## config.mk

```make
export PLATFORM = sky130hd
export DESIGN_NAME = cascade_serial_port
export DESIGN_NICKNAME = d
export VERILOG_FILES = /design/src/rtl/cascport_pkg.sv /design/src/rtl/cascport_rx.sv /design/src/rtl/cascport_tx.sv /design/src/rtl/cascport_regfile.sv /design/src/rtl/cascade_serial_port.sv
export SDC_FILE = /design/constraint.sdc
export NUM_CORES = 1
export LEC_CHECK = 0
export BUFFER_PORTS_ARGS = -buffer_cell sky130_fd_sc_hd__buf_2
export CAP_MARGIN = 40
export CELL_PAD_IN_SITES_DETAIL_PLACEMENT = 0
export CELL_PAD_IN_SITES_GLOBAL_PLACEMENT = 1
export CORE_ASPECT_RATIO = 1.2
export CORE_UTILIZATION = 50
export CTS_BUF_LIST = sky130_fd_sc_hd__clkbuf_8
export CTS_CLUSTER_SIZE = 8
export DETAILED_ROUTE_END_ITERATION = 16
export HOLD_SLACK_MARGIN = 0.08
export PLACE_DENSITY = 0.89
export SLEW_MARGIN = 20
export SYNTH_ARGS = -nofsm -noshare
export SYNTH_HDL_FRONTEND = slang
export SYNTH_SLANG_ARGS = --single-unit
```

## constraint.sdc

```tcl
create_clock -name clk -period 5.17 [get_ports clk]
set_clock_uncertainty 0.2 [all_clocks]
set_input_delay 1.034 -clock clk [delete_from_list [all_inputs] [get_ports clk]]
set_output_delay 1.034 -clock clk [all_outputs]
set_load 0.03 [all_outputs]
```

## src/rtl/cascport_pkg.sv

```systemverilog
package cascport_pkg;
    // Frame handling decided for a completed received word
    typedef enum logic [1:0] {
        FR_CTRL  = 2'd0,
        FR_DAC   = 2'd1,
        FR_RELAY = 2'd2
    } frame_kind_e;

    localparam int HOP_CYCLES_DEFAULT = 24;
endpackage

```

## src/rtl/cascport_rx.sv

```systemverilog
module cascport_rx #(
    parameter int W = 16
) (
    input  logic         clk,
    input  logic         rst_n,
    input  logic         sdi,
    input  logic         sdi_fs,
    output logic         done,
    output logic [W-1:0] word
);
    localparam int CW = $clog2(W);
    localparam logic [CW-1:0] LAST = CW'(W - 1);

    typedef struct packed {
        logic          act;
        logic [CW-1:0] cnt;
        logic [W-1:0]  sr;
        logic          done;
        logic [W-1:0]  word;
    } rx_t;

    rx_t rx_d, rx_q;

    always_comb begin
        rx_d      = rx_q;
        rx_d.done = 1'b0;
        if (!rx_q.act) begin
            if (sdi_fs) begin
                rx_d.act = 1'b1;
                rx_d.cnt = '0;
            end
        end else begin
            rx_d.sr  = {rx_q.sr[W-2:0], sdi};
            rx_d.cnt = rx_q.cnt + 1'b1;
            if (rx_q.cnt == LAST) begin
                rx_d.act  = 1'b0;
                rx_d.done = 1'b1;
                rx_d.word = {rx_q.sr[W-2:0], sdi};
            end
        end
    end

    always_ff @(posedge clk or negedge rst_n) begin
        if (!rst_n) rx_q <= '0;
        else        rx_q <= rx_d;
    end

    assign done = rx_q.done;
    assign word = rx_q.word;
endmodule

```

## src/rtl/cascport_tx.sv

```systemverilog
module cascport_tx #(
    parameter int W = 16
) (
    input  logic         clk,
    input  logic         rst_n,
    input  logic         load,
    input  logic [W-1:0] load_word,
    output logic         sdo,
    output logic         sdo_fs
);
    localparam int CW = $clog2(W);
    localparam logic [CW-1:0] LAST = CW'(W - 1);

    typedef struct packed {
        logic          act;
        logic [CW-1:0] cnt;
        logic [W-1:0]  sr;
        logic          sdo;
        logic          fs;
    } tx_t;

    tx_t tx_d, tx_q;

    always_comb begin
        tx_d    = tx_q;
        tx_d.fs = 1'b0;
        if (load) begin
            tx_d.act = 1'b1;
            tx_d.cnt = '0;
            tx_d.sr  = load_word;
            tx_d.fs  = 1'b1;
            tx_d.sdo = 1'b0;
        end else if (tx_q.act) begin
            tx_d.sdo = tx_q.sr[W-1];
            tx_d.sr  = {tx_q.sr[W-2:0], 1'b0};
            tx_d.cnt = tx_q.cnt + 1'b1;
            if (tx_q.cnt == LAST) tx_d.act = 1'b0;
        end else begin
            tx_d.sdo = 1'b0;
        end
    end

    always_ff @(posedge clk or negedge rst_n) begin
        if (!rst_n) tx_q <= '0;
        else        tx_q <= tx_d;
    end

    assign sdo    = tx_q.sdo;
    assign sdo_fs = tx_q.fs;
endmodule

```

## src/rtl/cascport_regfile.sv

```systemverilog
module cascport_regfile #(
    parameter int          NREG  = 4,
    parameter int          DW    = 8,
    parameter int          SEL_W = 3,
    parameter logic [7:0]  RST0  = 8'h01
) (
    input  logic               clk,
    input  logic               rst_n,
    input  logic               we,
    input  logic [SEL_W-1:0]   sel,
    input  logic [DW-1:0]      wdata,
    output logic [DW-1:0]      rdata,
    output logic [NREG*DW-1:0] regs_flat
);
    logic [DW-1:0] regs_q [NREG];

    for (genvar g = 0; g < NREG; g++) begin : g_reg
        localparam logic [DW-1:0] RVAL = (g == 0) ? DW'(RST0) : '0;
        logic [DW-1:0] r_d;

        always_comb begin
            r_d = regs_q[g];
            if (we && sel == SEL_W'(g)) r_d = wdata;
        end

        always_ff @(posedge clk or negedge rst_n) begin
            if (!rst_n) regs_q[g] <= RVAL;
            else        regs_q[g] <= r_d;
        end

        assign regs_flat[g*DW +: DW] = regs_q[g];
    end

    always_comb begin
        rdata = '0;
        for (int i = 0; i < NREG; i++) begin
            if (sel == SEL_W'(i)) rdata = regs_q[i];
        end
    end
endmodule

```

## src/rtl/cascade_serial_port.sv

```systemverilog
module cascade_serial_port
    import cascport_pkg::*;
#(
    parameter int W        = 16,
    parameter int ADDR_W   = 3,
    parameter int SEL_W    = 3,
    parameter int NREG     = 4,
    parameter int HOP      = HOP_CYCLES_DEFAULT
) (
    input  logic                                clk,
    input  logic                                rst_n,
    input  logic                                sdi,
    input  logic                                sdi_fs,
    input  logic [W-1:0]                        adc_word,
    input  logic                                adc_strobe,
    output logic                                sdo,
    output logic                                sdo_fs,
    output logic [W-1:0]                        dac_value,
    output logic                                dac_update,
    output logic [NREG*(W-2-ADDR_W-SEL_W)-1:0]  ctrl_regs
);
    // Field layout derived from the word width
    localparam int DW      = W - 2 - ADDR_W - SEL_W;
    localparam int SEL_LO  = DW;
    localparam int ADDR_LO = DW + SEL_W;
    localparam int RB_BIT  = W - 2;
    localparam int CT_BIT  = W - 1;
    localparam int MAXDEV  = 1 << ADDR_W;
    localparam int DEVN_W  = ADDR_W + 1;
    localparam int RLY_W   = $clog2(MAXDEV * HOP + 1);
    localparam int MIX_BIT = ADDR_W;
    localparam int DMD_BIT = ADDR_W + 1;

    typedef struct packed {
        logic [W-1:0]      hold;
        logic [DEVN_W-1:0] dcnt;
        logic [W-1:0]      dac;
        logic              upd;
        logic [RLY_W-1:0]  relay;
    } st_t;

    st_t st_d, st_q;

    logic              rx_done;
    logic [W-1:0]      rx_word;
    logic              tx_load;
    logic [W-1:0]      tx_word;
    logic              wr_en;
    logic [DW-1:0]     rd_data;
    logic [DW-1:0]     cfg;
    logic [DEVN_W-1:0] dev_n;
    frame_kind_e       kind;
    logic [ADDR_W-1:0] f_addr;
    logic [SEL_W-1:0]  f_sel;

    cascport_rx #(.W(W)) u_rx (
        .clk(clk), .rst_n(rst_n), .sdi(sdi), .sdi_fs(sdi_fs),
        .done(rx_done), .word(rx_word)
    );

    cascport_tx #(.W(W)) u_tx (
        .clk(clk), .rst_n(rst_n), .load(tx_load), .load_word(tx_word),
        .sdo(sdo), .sdo_fs(sdo_fs)
    );

    cascport_regfile #(.NREG(NREG), .DW(DW), .SEL_W(SEL_W), .RST0(8'h01)) u_regs (
        .clk(clk), .rst_n(rst_n), .we(wr_en), .sel(f_sel),
        .wdata(rx_word[DW-1:0]), .rdata(rd_data), .regs_flat(ctrl_regs)
    );

    assign cfg    = ctrl_regs[DW-1:0];
    assign dev_n  = (cfg[ADDR_W-1:0] == '0) ? DEVN_W'(MAXDEV) : {1'b0, cfg[ADDR_W-1:0]};
    assign f_addr = rx_word[ADDR_LO +: ADDR_W];
    assign f_sel  = rx_word[SEL_LO +: SEL_W];

    // Frame classification
    always_comb begin
        if (st_q.relay != '0)  kind = FR_RELAY;
        else if (cfg[MIX_BIT]) kind = rx_word[CT_BIT] ? FR_CTRL : FR_DAC;
        else                   kind = cfg[DMD_BIT] ? FR_DAC : FR_CTRL;
    end

    always_comb begin
        st_d     = st_q;
        st_d.upd = 1'b0;
        wr_en    = 1'b0;
        tx_load  = 1'b0;
        tx_word  = '0;
        if (st_q.relay != '0) st_d.relay = st_q.relay - 1'b1;

        if (rx_done) begin
            unique case (kind)
                FR_RELAY: begin
                    tx_load = 1'b1;
                    tx_word = rx_word;
                end
                FR_CTRL: begin
                    if (f_addr != '0) begin
                        tx_load = 1'b1;
                        tx_word = rx_word;
                        tx_word[ADDR_LO +: ADDR_W] = f_addr - 1'b1;
                    end else if (rx_word[RB_BIT]) begin
                        tx_load = 1'b1;
                        tx_word = {1'b1, 1'b1, {ADDR_W{1'b1}}, f_sel, rd_data};
                    end else begin
                        wr_en = 1'b1;
                    end
                end
                FR_DAC: begin
                    tx_load   = 1'b1;
                    tx_word   = st_q.hold;
                    st_d.hold = rx_word;
                    if (st_q.dcnt + 1'b1 == dev_n) begin
                        st_d.dac  = rx_word;
                        st_d.upd  = 1'b1;
                        st_d.dcnt = '0;
                    end else begin
                        st_d.dcnt = st_q.dcnt + 1'b1;
                    end
                end
                default: ;
            endcase
        end

        // ADC sample event wins the serializer and opens the relay window
        if (adc_strobe) begin
            tx_load    = 1'b1;
            tx_word    = adc_word;
            st_d.relay = RLY_W'(int'(dev_n) * HOP);
        end
    end

    always_ff @(posedge clk or negedge rst_n) begin
        if (!rst_n) st_q <= '0;
        else        st_q <= st_d;
    end

    assign dac_value  = st_q.dac;
    assign dac_update = st_q.upd;
endmodule

```

Word-level counts from Yosys, hierarchy flattened
Index checks and enable logic that the tools add are counted.
Widths: inputs -> output; s select.

word-level totals
  register bits = 137
  bits of input ports = 21
  output and inout port bits = 51
  word-level logic and storage cells = 88

operators by class
  add/subtract/negate cells = 5
  multipliers = 1
  eq/ne operators = 8
  multiplexer cells = 39
  reductions and logical operators = 16

operators by type and width
  cell                 count
  $mux 16              4
  $mux 8               6
  $pmux 16 s3          1
  $mux 17              2
  $mux 22              1
  $mux 21              1
  $mux 1               18
  $add 4x1->4 const B  3
  $mux 5               2
  $eq 4x4->1 const B   2
  $mux 4               2
  $reduce_bool 8->1    1
  $sub 8x1->8 const B  1
  $eq 3x2->1 const B   2
  $logic_not 3->1      2
  $reduce_bool 2->1    3
  $mul 4x2->5 const B  1
  $eq 4x4->1           1
  $logic_and 1x1->1    4
  $reduce_and 2->1     2
  $eq 3x1->1 const B   1
  $reduce_and 3->1     1
  $reduce_bool 3->1    1
  $sub 3x1->3 const B  1
  other kinds (6)      6

Longest topological paths before layout
Gate-level depths: netlist of the first run.

  word-level depth = 11
  gate-level depth with buffers = 10
  depth with buffers taken out = 8

By module
From an unflattened synthesis of the first run, not the netlist that was laid out.

second synthesis, totals
  cells, all modules = 605
  area total of the unflattened synthesis = 6872.8 µm²

by module, submodules not included
  module               times used  cells an instance  area an instance (µm²)  seq. area each (µm²)
  cascade_serial_port  1           273                2778.9                  1126.1
  cascport_rx          1           139                1542.7                  925.9
  cascport_regfile     1           100                1482.7                  802.0
  cascport_tx          1           93                 1068.5                  575.6

Worst setup path before layout of the first run
OpenSTA, ideal clock, no wires.

  path kind = flip-flop to flip-flop
  start point = register u_regs.regs_q (netlist bit u_regs.regs_flat[1])
  end point = register st_q (netlist bit dac_value[15])
  setup time = 125 ps
  data arrival time = 2327 ps
  data required time = 4845 ps
  slack = 2519 ps
  cell stages (with the launch flop) = 8
  path buffers = 2
  period minus slack after synthesis = 2651 ps
  cells stage by stage = dfrtp_1 > clkbuf_1 > or3_1 > a21oi_1 > a311oi_1 > nor4b_4 > buf_6 > mux2_2

between the ends
  word-level cells in the longest chain between the ends = 4

ends and longest elaborated chain
  item                              line                        RTL
  start: declaration                cascport_regfile.sv:15      logic [DW-1:0] regs_q [NREG];
  start signal: indexed assignment  cascport_regfile.sv:28      else regs_q[g] <= r_d;
  $logic_not 3->1                   cascade_serial_port.sv:72   assign dev_n = (cfg[ADDR_W-1:0] == '0) ? DEVN_W'(MAXDEV) : {1'b0, cfg[ADDR_W-1:0]};
  $mux 4 *                          cascade_serial_port.sv:72
  $eq 4x4->1 *                      cascade_serial_port.sv:113  if (st_q.dcnt + 1'b1 == dev_n) begin
  $reduce_and 3->1 (no line) *      n/a
  end signal: assignment            cascade_serial_port.sv:135  else st_q <= st_d;
  end: declaration                  cascade_serial_port.sv:42   st_t st_d, st_q;

Mark *: on every way between the ends. The rest lies on a longest branch, timed or not.
A chain may end at the register's enable or synchronous reset.

Worst setup path in the final report of the first run
  start point = register st_q[1] in the netlist's numbering
  end point = register u_tx.tx_q[4] in the netlist's numbering

between the ends
  word-level cells in the longest chain between the ends = 8
  elaborated cells between the ends (all ways) = 14
  classes of those cells = eq/ne: 2; mux: 8; reduce/logical: 4

ends and longest elaborated chain
  item                                          line                        RTL
  $reduce_bool 8->1 *                           cascade_serial_port.sv:78   if (st_q.relay != '0) kind = FR_RELAY;
  $mux 2 *                                      cascade_serial_port.sv:78
  $eq 2x1->1 or $eq 2x2->1 (tied branches)      cascade_serial_port.sv:92   unique case (kind)
  $reduce_or 2->1 (no line)                     n/a
  $pmux 1 s2 *                                  cascade_serial_port.sv:92
  $mux 1 *                                      cascade_serial_port.sv:91   if (rx_done) begin
  $mux 1 *                                      cascade_serial_port.sv:126  if (adc_strobe) begin
  named net tx_load                             cascade_serial_port.sv:46   logic tx_load;
  $mux 22 or $reduce_bool 2->1 (tied branches)  n/a
  end signal: assignment                        cascport_tx.sv:45           else tx_q <= tx_d;
  end: declaration                              cascport_tx.sv:22           tx_t tx_d, tx_q;

Mark *: on every way through the listed nets, which the timed path passes. The rest lies on a longest branch.

==> summary.txt, run 1 <==
Final layout
  – Final std cells w/o fill: 862
  – Layout cells sized above 1: 0.271
  – Core Util, Final: 0.571
  – FF+latch area: approximately 3400 um^2
  – Fill cells: approximately 1,100
  – Diode count: 0
  – Multi-input gate area: a little under 3000 um^2
  – Post-Layout Inst Area: ~7500 um^2
  – Layout overhead on the synthesized area: 11.4%
  – Total Nets Final: slightly above 700

Global route
  – First-pass GRT wire length: 25,500 um
  – GRT overflow: 0
  – Initial antenna violation count: 0
  – Total GRT Usage: 0.243
  – Pin count of the biggest net entering global routing: 59
  – Vias in the first global route: around 5,000

Synthesis
  – Cell Area, Synth: just under 7000 um^2
  – Cell accounting for the most synthesized area: dfrtp_1
  – Yosys top cell area share: 0.504
  – Yosys warning total: 0
  – Area contributors post-synth: dfrtp_1 50%, mux2_2 9.7%, nand2_1 6.9%
  – Seq/Total Area, Yosys: 0.508
  – Prevailing post-synth register cell: dfrtp_1
  – Yosys reg bits: between 100 and 150
  – Count of cell types in the netlist: 63
  – Ys async rst share: 1.00
  – Synthesized net count: 666
  – Number of flops mapped to enable cells by yosys: 0
  – Cells after Synth: ~640
  – Synth Area per Inst: between 10 and 15 um^2

Clock network
  – Cts repair resizes: 0
  – CTS H-tree depth: 4
  – TritonCTS Sinks: 137
  – Worst skew pair latency: 450 ps
  – Worst-path clk slew: 80 ps
  – Maximum root-to-sink buffer count: 2
  – Clock root buffer: clkbuf_8
  – Total CTS buffers: 17
  – CTS tree: yes
  – Total setup buffers inserted after CTS: 0
  – Hold Buf Count CTS: 0

Floorplanning
  – Core box area: ~13,000 um^2
  – DIE HEIGHT: 129 um
  – Die X-Extent: approximately 110 um
  – Row cnt: between 40 and 50
  – Top Ports: 72
  – Initial Utilization: 0.513
  – DIE AREA: roughly 14,000 um^2

Critical path
  – CP Buf/Inv Count: 2
  – Most common cell on crit path: inv_1
  – WP data arrival: ~3800 ps
  – Crit path launch: st_q[1]
  – CP Max Fanout: 16
  – Crit path cell chain: inv_1 > ha_1 > or3b_1 > nor2_4 > a41o_1 > inv_1 > nor2_1 > a221o_1
  – Nature of the critical path endpoint: flop
  – Startpoint Class: flop
  – Worst-path cell with the longest stage delay: nor2_1
  – R2R cell count: 8
  – CP Class: flop to flop
  – CP top delay family: simple AND/OR/NAND/NOR gates
  – Stages on worst setup path: 8
  – Required time of the critical path: around 5400 ps
  – Delay of the slowest critical-path stage: 680 ps
  – Start of the worst register-to-register path: st_q[1]

Place
  – Post-place setup slack: between 1500 and 2000 ps
  – RD Place Congestion: approximately 0.82
  – Port buffer count: 71
  – Placed Instance Area: between 7000 and 8000 um^2
  – Placed insts: ~830
  – Post-DP HPWL: around 11,000 um

Detailed routing
  – Met2 WL: between 7000 and 8000 um
  – Routed WL per cell: 18.4 um
  – Sum of routed wire length over all layers: between 15,000 and 20,000 um
  – Max layer used: met4
  – DRC Markers: 0
  – Wl on met1: around 6900 um
  – Metal3 WL: ~940 um
  – Vias after detailed routing: just under 5,000
  – Iter 0 DRT Violations: ~280
  – TritonRoute pass-1 iters: 5
  – Final ANT Viol Nets: 0
  – DR vias/cell: between 5 and 6

STA
  – PnR worst setup slack: ~1500 ps
  – Final period util: 0.703
  – Final Hold Viols: 0
  – Slew headroom: 0.435
  – Setup Viol. Count Final: 0
  – Least-Margin Pin Slew: between 800 and 900 ps
  – Setup TNS: 0 ps
  – RSZ-0062 raised after global routing: no
  – Pins Over Slew Limit: 0
  – Worst-case hold slack: roughly 280 ps
  – Minimum clock period: 3640 ps
  – FMAX: about 280 MHz

Power
  – Sw Ratio: 0.333
  – Gate power share: 0.210
  – Post-layout power: around 3 mW
  – Internal power: roughly 2.0 mW
  – Clk pwr share: 0.283
  – Peak VDD IR: 0.318 mV
  – Pwr per Cell Area: 394 nW/um^2
  – Leakage Power: 3.74 nW
  – Psw: 0.987 mW
  – Share of power burned in registers: 0.507

Job
  – Maxcap violations: 0

Min path
  – Worst Hold Class: flop to flop
  – Hold path depth: 2
  – Hold wc startpoint: st_q[38]

Outcome
  – Status: finished clean
-- synth_stat cells (2+ instances only) --
cell	n
buf_1	2
nor2b_1	13
inv_1	21
nor3_1	7
o21ai_0	36
nor4_1	3
buf_6	2
mux2_2	58
or3b_1	2
nand3_1	4
mux2_1	6
dfrtp_1	136
xor2_1	5
a221o_1	7
nand2_1	124
a221oi_1	8
a211oi_1	7
xnor2_1	6
a22oi_1	11
nor3b_1	3
o211a_1	2
buf_4	16
a32oi_1	2
a21oi_1	18
a31oi_1	4
buf_2	7
ha_1	7
a22o_1	3
mux2_4	8
o31ai_1	2
mux2i_1	11
or3_1	4
a211o_1	2
nor2_1	21
nand4_1	6
nand2b_1	8
and3_1	3
o311ai_0	2
clkbuf_1	26
-- state kept, by name, indices dropped and copies added, names as in the netlist --
name,flops
dac_update,1
dac_value,16
st_q,28
u_regs.regs_flat,32
u_rx.done,1
u_rx.rx_q,20
u_rx.word,16
u_tx.sdo,1
u_tx.sdo_fs,1
u_tx.tx_q,21
-- kinds of logic after synthesis --
kind of cell | count (synthesis) | share of synthesized area
xor gates and xnor gates | 11 | 0.0143
muxes | 83 | 0.141
adders and majority gates | 8 | 0.0159
DFF | 137 | 0.508
buffers and inverters | 74 | 0.0535
and+or+nand+nor | 206 | 0.146
AOI/OAI and AO/OA | 118 | 0.122
-- routing by layer --
layer / vias up / track usage
met4: 0 / 0.102
met1: 2466 / 0.318
met5: - / 0
met2: 156 / 0.381
met3: 20 / 0.0644
li1: 2312 / -
-- cell usage in the layout (no fill, tap or decap), drive strengths merged, types with 5 or more instances in the layout --
master / count
xor2: 5
a221o: 7
buf: 80
nor3: 8
nand4: 7
mux2: 72
ha: 7
nand2: 124
nor2b: 13
a22oi: 11
inv: 24
nor2: 22
a211oi: 8
nand2b: 8
clkbuf: 18
a21oi: 18
a221oi: 8
xnor2: 6
dfrtp: 136
o21ai: 36
mux2i: 11
-- area by class of cell --
class,count,share of cell area
clock inverter,12,0.0170
inverter,21,0.0105
sequential,137,0.456
tap,168,0.0279
clock buffer,18,0.0329
multi-input combinational,426,0.395
timing repair buffer,80,0.0612
-- final timing paths --
kind,endpoint,slack [ps]
worst min-delay path,st_q[38],280
max in group asynchronous,st_q[27],3700
min in group asynchronous,st_q[5],330
worst max register to register,u_tx.tx_q[4],1530
worst min register to register,st_q[38],280
worst max-delay path,u_tx.tx_q[4],1530
-- power groups by stage --
stage	registers [mW]	clock network, mW	logic [mW]
2_1_floorplan	1.40	0	0.500
3_3_place_gp	1.50	0	0.592
3_5_place_dp	1.52	0	0.619
4_1_cts	1.50	0.866	0.623
5_1_grt	1.53	0.904	0.695
6_report	1.50	0.840	0.621
-- tightest hold or removal path: cells and delay by family (launching register included) --
kind             cells  cell delay [ps]
flip-flops           1              350
AND/OR/NAND/NOR      2              110
No activity file was read; power rests on OpenSTA's default activity.
==> run 2: changes to the inputs <==
Settings changed: CORE_UTILIZATION 50 to 48, PLACE_DENSITY 0.89 to 0.86.
Clock period 5.17 ns to 3.36 ns, I/O delays scaled along.
==> summary.txt, run 2 (synthesis gave the netlist of run 1 again) <==
Floorplanning
  – Initial Utilization: 0.491 (-0.0216)
  – DIE AREA: 14,600 um^2 (+4.1%)
  – Core box area: 13,800 um^2 (+4.4%)
  – Top Ports: 72 (unchanged)
  – DIE HEIGHT: 132 um (+2.0%)
  – Die X-Extent: 110 um (+2.0%)
  – Row cnt: 47 (+2.2%)

STA
  – Pins Over Slew Limit: 0 (unchanged)
  – Slew headroom: 0.451 (+0.0160)
  – Setup Viol. Count Final: 0 (unchanged)
  – Final Hold Viols: 0 (unchanged)
  – Least-Margin Pin Slew: 824 ps (-24.0 ps)
  – Final period util: 0.902 (+0.198)
  – FMAX: 330 MHz (+20%)
  – RSZ-0062 raised after global routing: no
  – Setup TNS: 0 ps (unchanged)
  – PnR worst setup slack: 331 ps (-1200 ps)
  – Minimum clock period: 3030 ps (-607 ps)

Clock network
  – Worst-path clk slew: 80 ps (about the same)
  – TritonCTS Sinks: 137 (unchanged)
  – Total CTS buffers: 17 (unchanged)
  – Worst skew pair latency: 450 ps (about the same)
  – Maximum root-to-sink buffer count: 2 (unchanged)
  – Clock root buffer: clkbuf_8
  – CTS H-tree depth: 4 (unchanged)
  – CTS tree: yes
  – Cts repair resizes: 0 (unchanged)

Critical path
  – R2R cell count: 7 (-1)
  – CP Max Fanout: 14 (-2)
  – Crit path cell chain: inv_1 > ha_1 > or3b_1 > nor2_4 > nand4_4 > or3b_1 > mux2_4
  – Most common cell on crit path: or3b_1
  – Startpoint Class: flop
  – Worst-path cell with the longest stage delay: or3b_1
  – WP data arrival: 3170 ps (-650 ps)
  – Crit path launch: st_q[0]
  – Nature of the critical path endpoint: flop
  – CP Class: flop to flop
  – Required time of the critical path: 3500 ps (-1850 ps)
  – Start of the worst register-to-register path: st_q[0]
  – Delay of the slowest critical-path stage: 640 ps (-40 ps)

Detailed routing
  – DRC Markers: 0 (unchanged)
  – Sum of routed wire length over all layers: 16,200 um (+2.1%)
  – DR vias/cell: 5.75 (about the same)
  – Vias after detailed routing: 5,050 (+1.9%)
  – Routed WL per cell: 18.4 um (+0.25%)
  – Final ANT Viol Nets: 0 (unchanged)
  – TritonRoute pass-1 iters: 5 (unchanged)
  – Iter 0 DRT Violations: 360 (+30%)

Final layout
  – Diode count: 0 (unchanged)
  – Final std cells w/o fill: 878 (+1.9%)
  – Most frequent cells in the layout: 136 x dfrtp_1, 124 x nand2_1, 70 x buf_2
  – Layout overhead on the synthesized area: 12.8%
  – Total Nets Final: 723 (+1.5%)
  – Max FFs per register: 32 (unchanged)
  – Commonest non-fill, non-tap cell in the layout: dfrtp_1
  – Layout cells sized above 1: 0.281 (+0.0106)

Place
  – Post-place setup slack: 358 ps (-1240 ps)
  – Placed insts: 845 (+1.6%)
  – RD Place Congestion: 0.894 (+9.5%)
  – Port buffer count: 71 (unchanged)
  – Post-DP HPWL: 11,400 um (+0.22%)

Power
  – Leakage Power: 3.82 nW (+2.1%)
  – Pwr per Cell Area: 610 nW/um^2 (+55%)
  – Peak VDD IR: 0.435 mV (+37%)

Min path
  – Hold path depth: 3 (+1)
  – Hold wc startpoint: adc_word[11]
  – Worst Hold Class: primary input to flop

Global route
  – Layer with the highest usage: met2
  – Initial antenna violation count: 0 (unchanged)
  – Met3 Use GR: 0.0564 (-0.00803)
  – Grt met1 use: 0.322 (+0.00366)
  – Grt met2 use: 0.383 (+0.00233)
  – GRT overflow: 0 (unchanged)
  – First-pass GRT wire length: 27,000 um (+5.7%)
  – Vias in the first global route: 5,143 (+3.1%)
  – Total GRT Usage: 0.243 (about the same)
  – Pin count of the biggest net entering global routing: 69 (+17%)

Job
  – Maxcap violations: 0 (unchanged)

Outcome
  – Status: finished clean
-- run 2: changes by cell type in the layout (fill, tap and decap cells not counted), sizes merged --
cell,delta
buf,+10
clkbuf,+2
clkinv,+2
clkinvlp,-2
dlygate4sd3,+1
-- run 2: final timing paths --
check | end | slack (ps)
max reg2reg | u_regs.regs_flat[8] | 330
max in group asynchronous | st_q[33] | 1730
min | u_tx.tx_q[13] | 230
min in group asynchronous | st_q[27] | 520
max | u_regs.regs_flat[8] | 330
min reg2reg | dac_value[12] | 280
-- run 2: layout make-up --
| cell class | count | area [um^2] |
|---|---|---|
| repair buffers | 91 | 534 |
| clock inverters | 12 | 125 |
| multi-input cells | 426 | 2970 |
| inverters | 21 | 78.8 |
| flip-flops and latches | 137 | 3430 |
| well taps | 171 | 214 |
| clock buffers | 20 | 275 |
| fillers | 1222 | 6140 |
-- run 2: power breakdown --
| group | leakage (nW) | internal, mW | switching [mW] |
|---|---|---|---|
| clock | 0.211 | 0.714 | 0.640 |
| sequential | 1.78 | 1.92 | 0.400 |
| combinational | 1.83 | 0.468 | 0.506 |
-- run 2: repair_timing --
| item | CTS | global route |
|---|---|---|
| buffers inserted | 0 | 0 |
| hold buffers | 1 | 0 |
| hold endpoints to repair | 44 | 0 |
-- run 2: worst max-delay path: cells and delay by family (launching register included) --
kind,cells,cell delay (ps)
and+or+nand+nor,4,1690
muxes,1,380
DFF,1,370
buffers and inverters,1,80
adders and majority gates,1,190
-- run 2: stage by stage --
| step | hold slack (ps) | utilization | total power [mW] | cell area (um^2) |
|---|---|---|---|---|
| after floorplan | 176 | - | 2.92 | 6760 |
| after global placement | 258 | 0.523 | 3.24 | 7200 |
| after detailed placement | 264 | 0.524 | 3.32 | 7210 |
| after CTS | 210 | 0.554 | 4.68 | 7620 |
| after global routing | 229 | 0.554 | 4.90 | 7620 |
| final | 230 | 0.554 | 4.65 | 7620 |
-- run 2: metal layers --
metal	part of all wire	wire length, um
met2	0.48	7840
met5	0	0
met3	0.048	781
met1	0.44	7160
met4	0.025	408
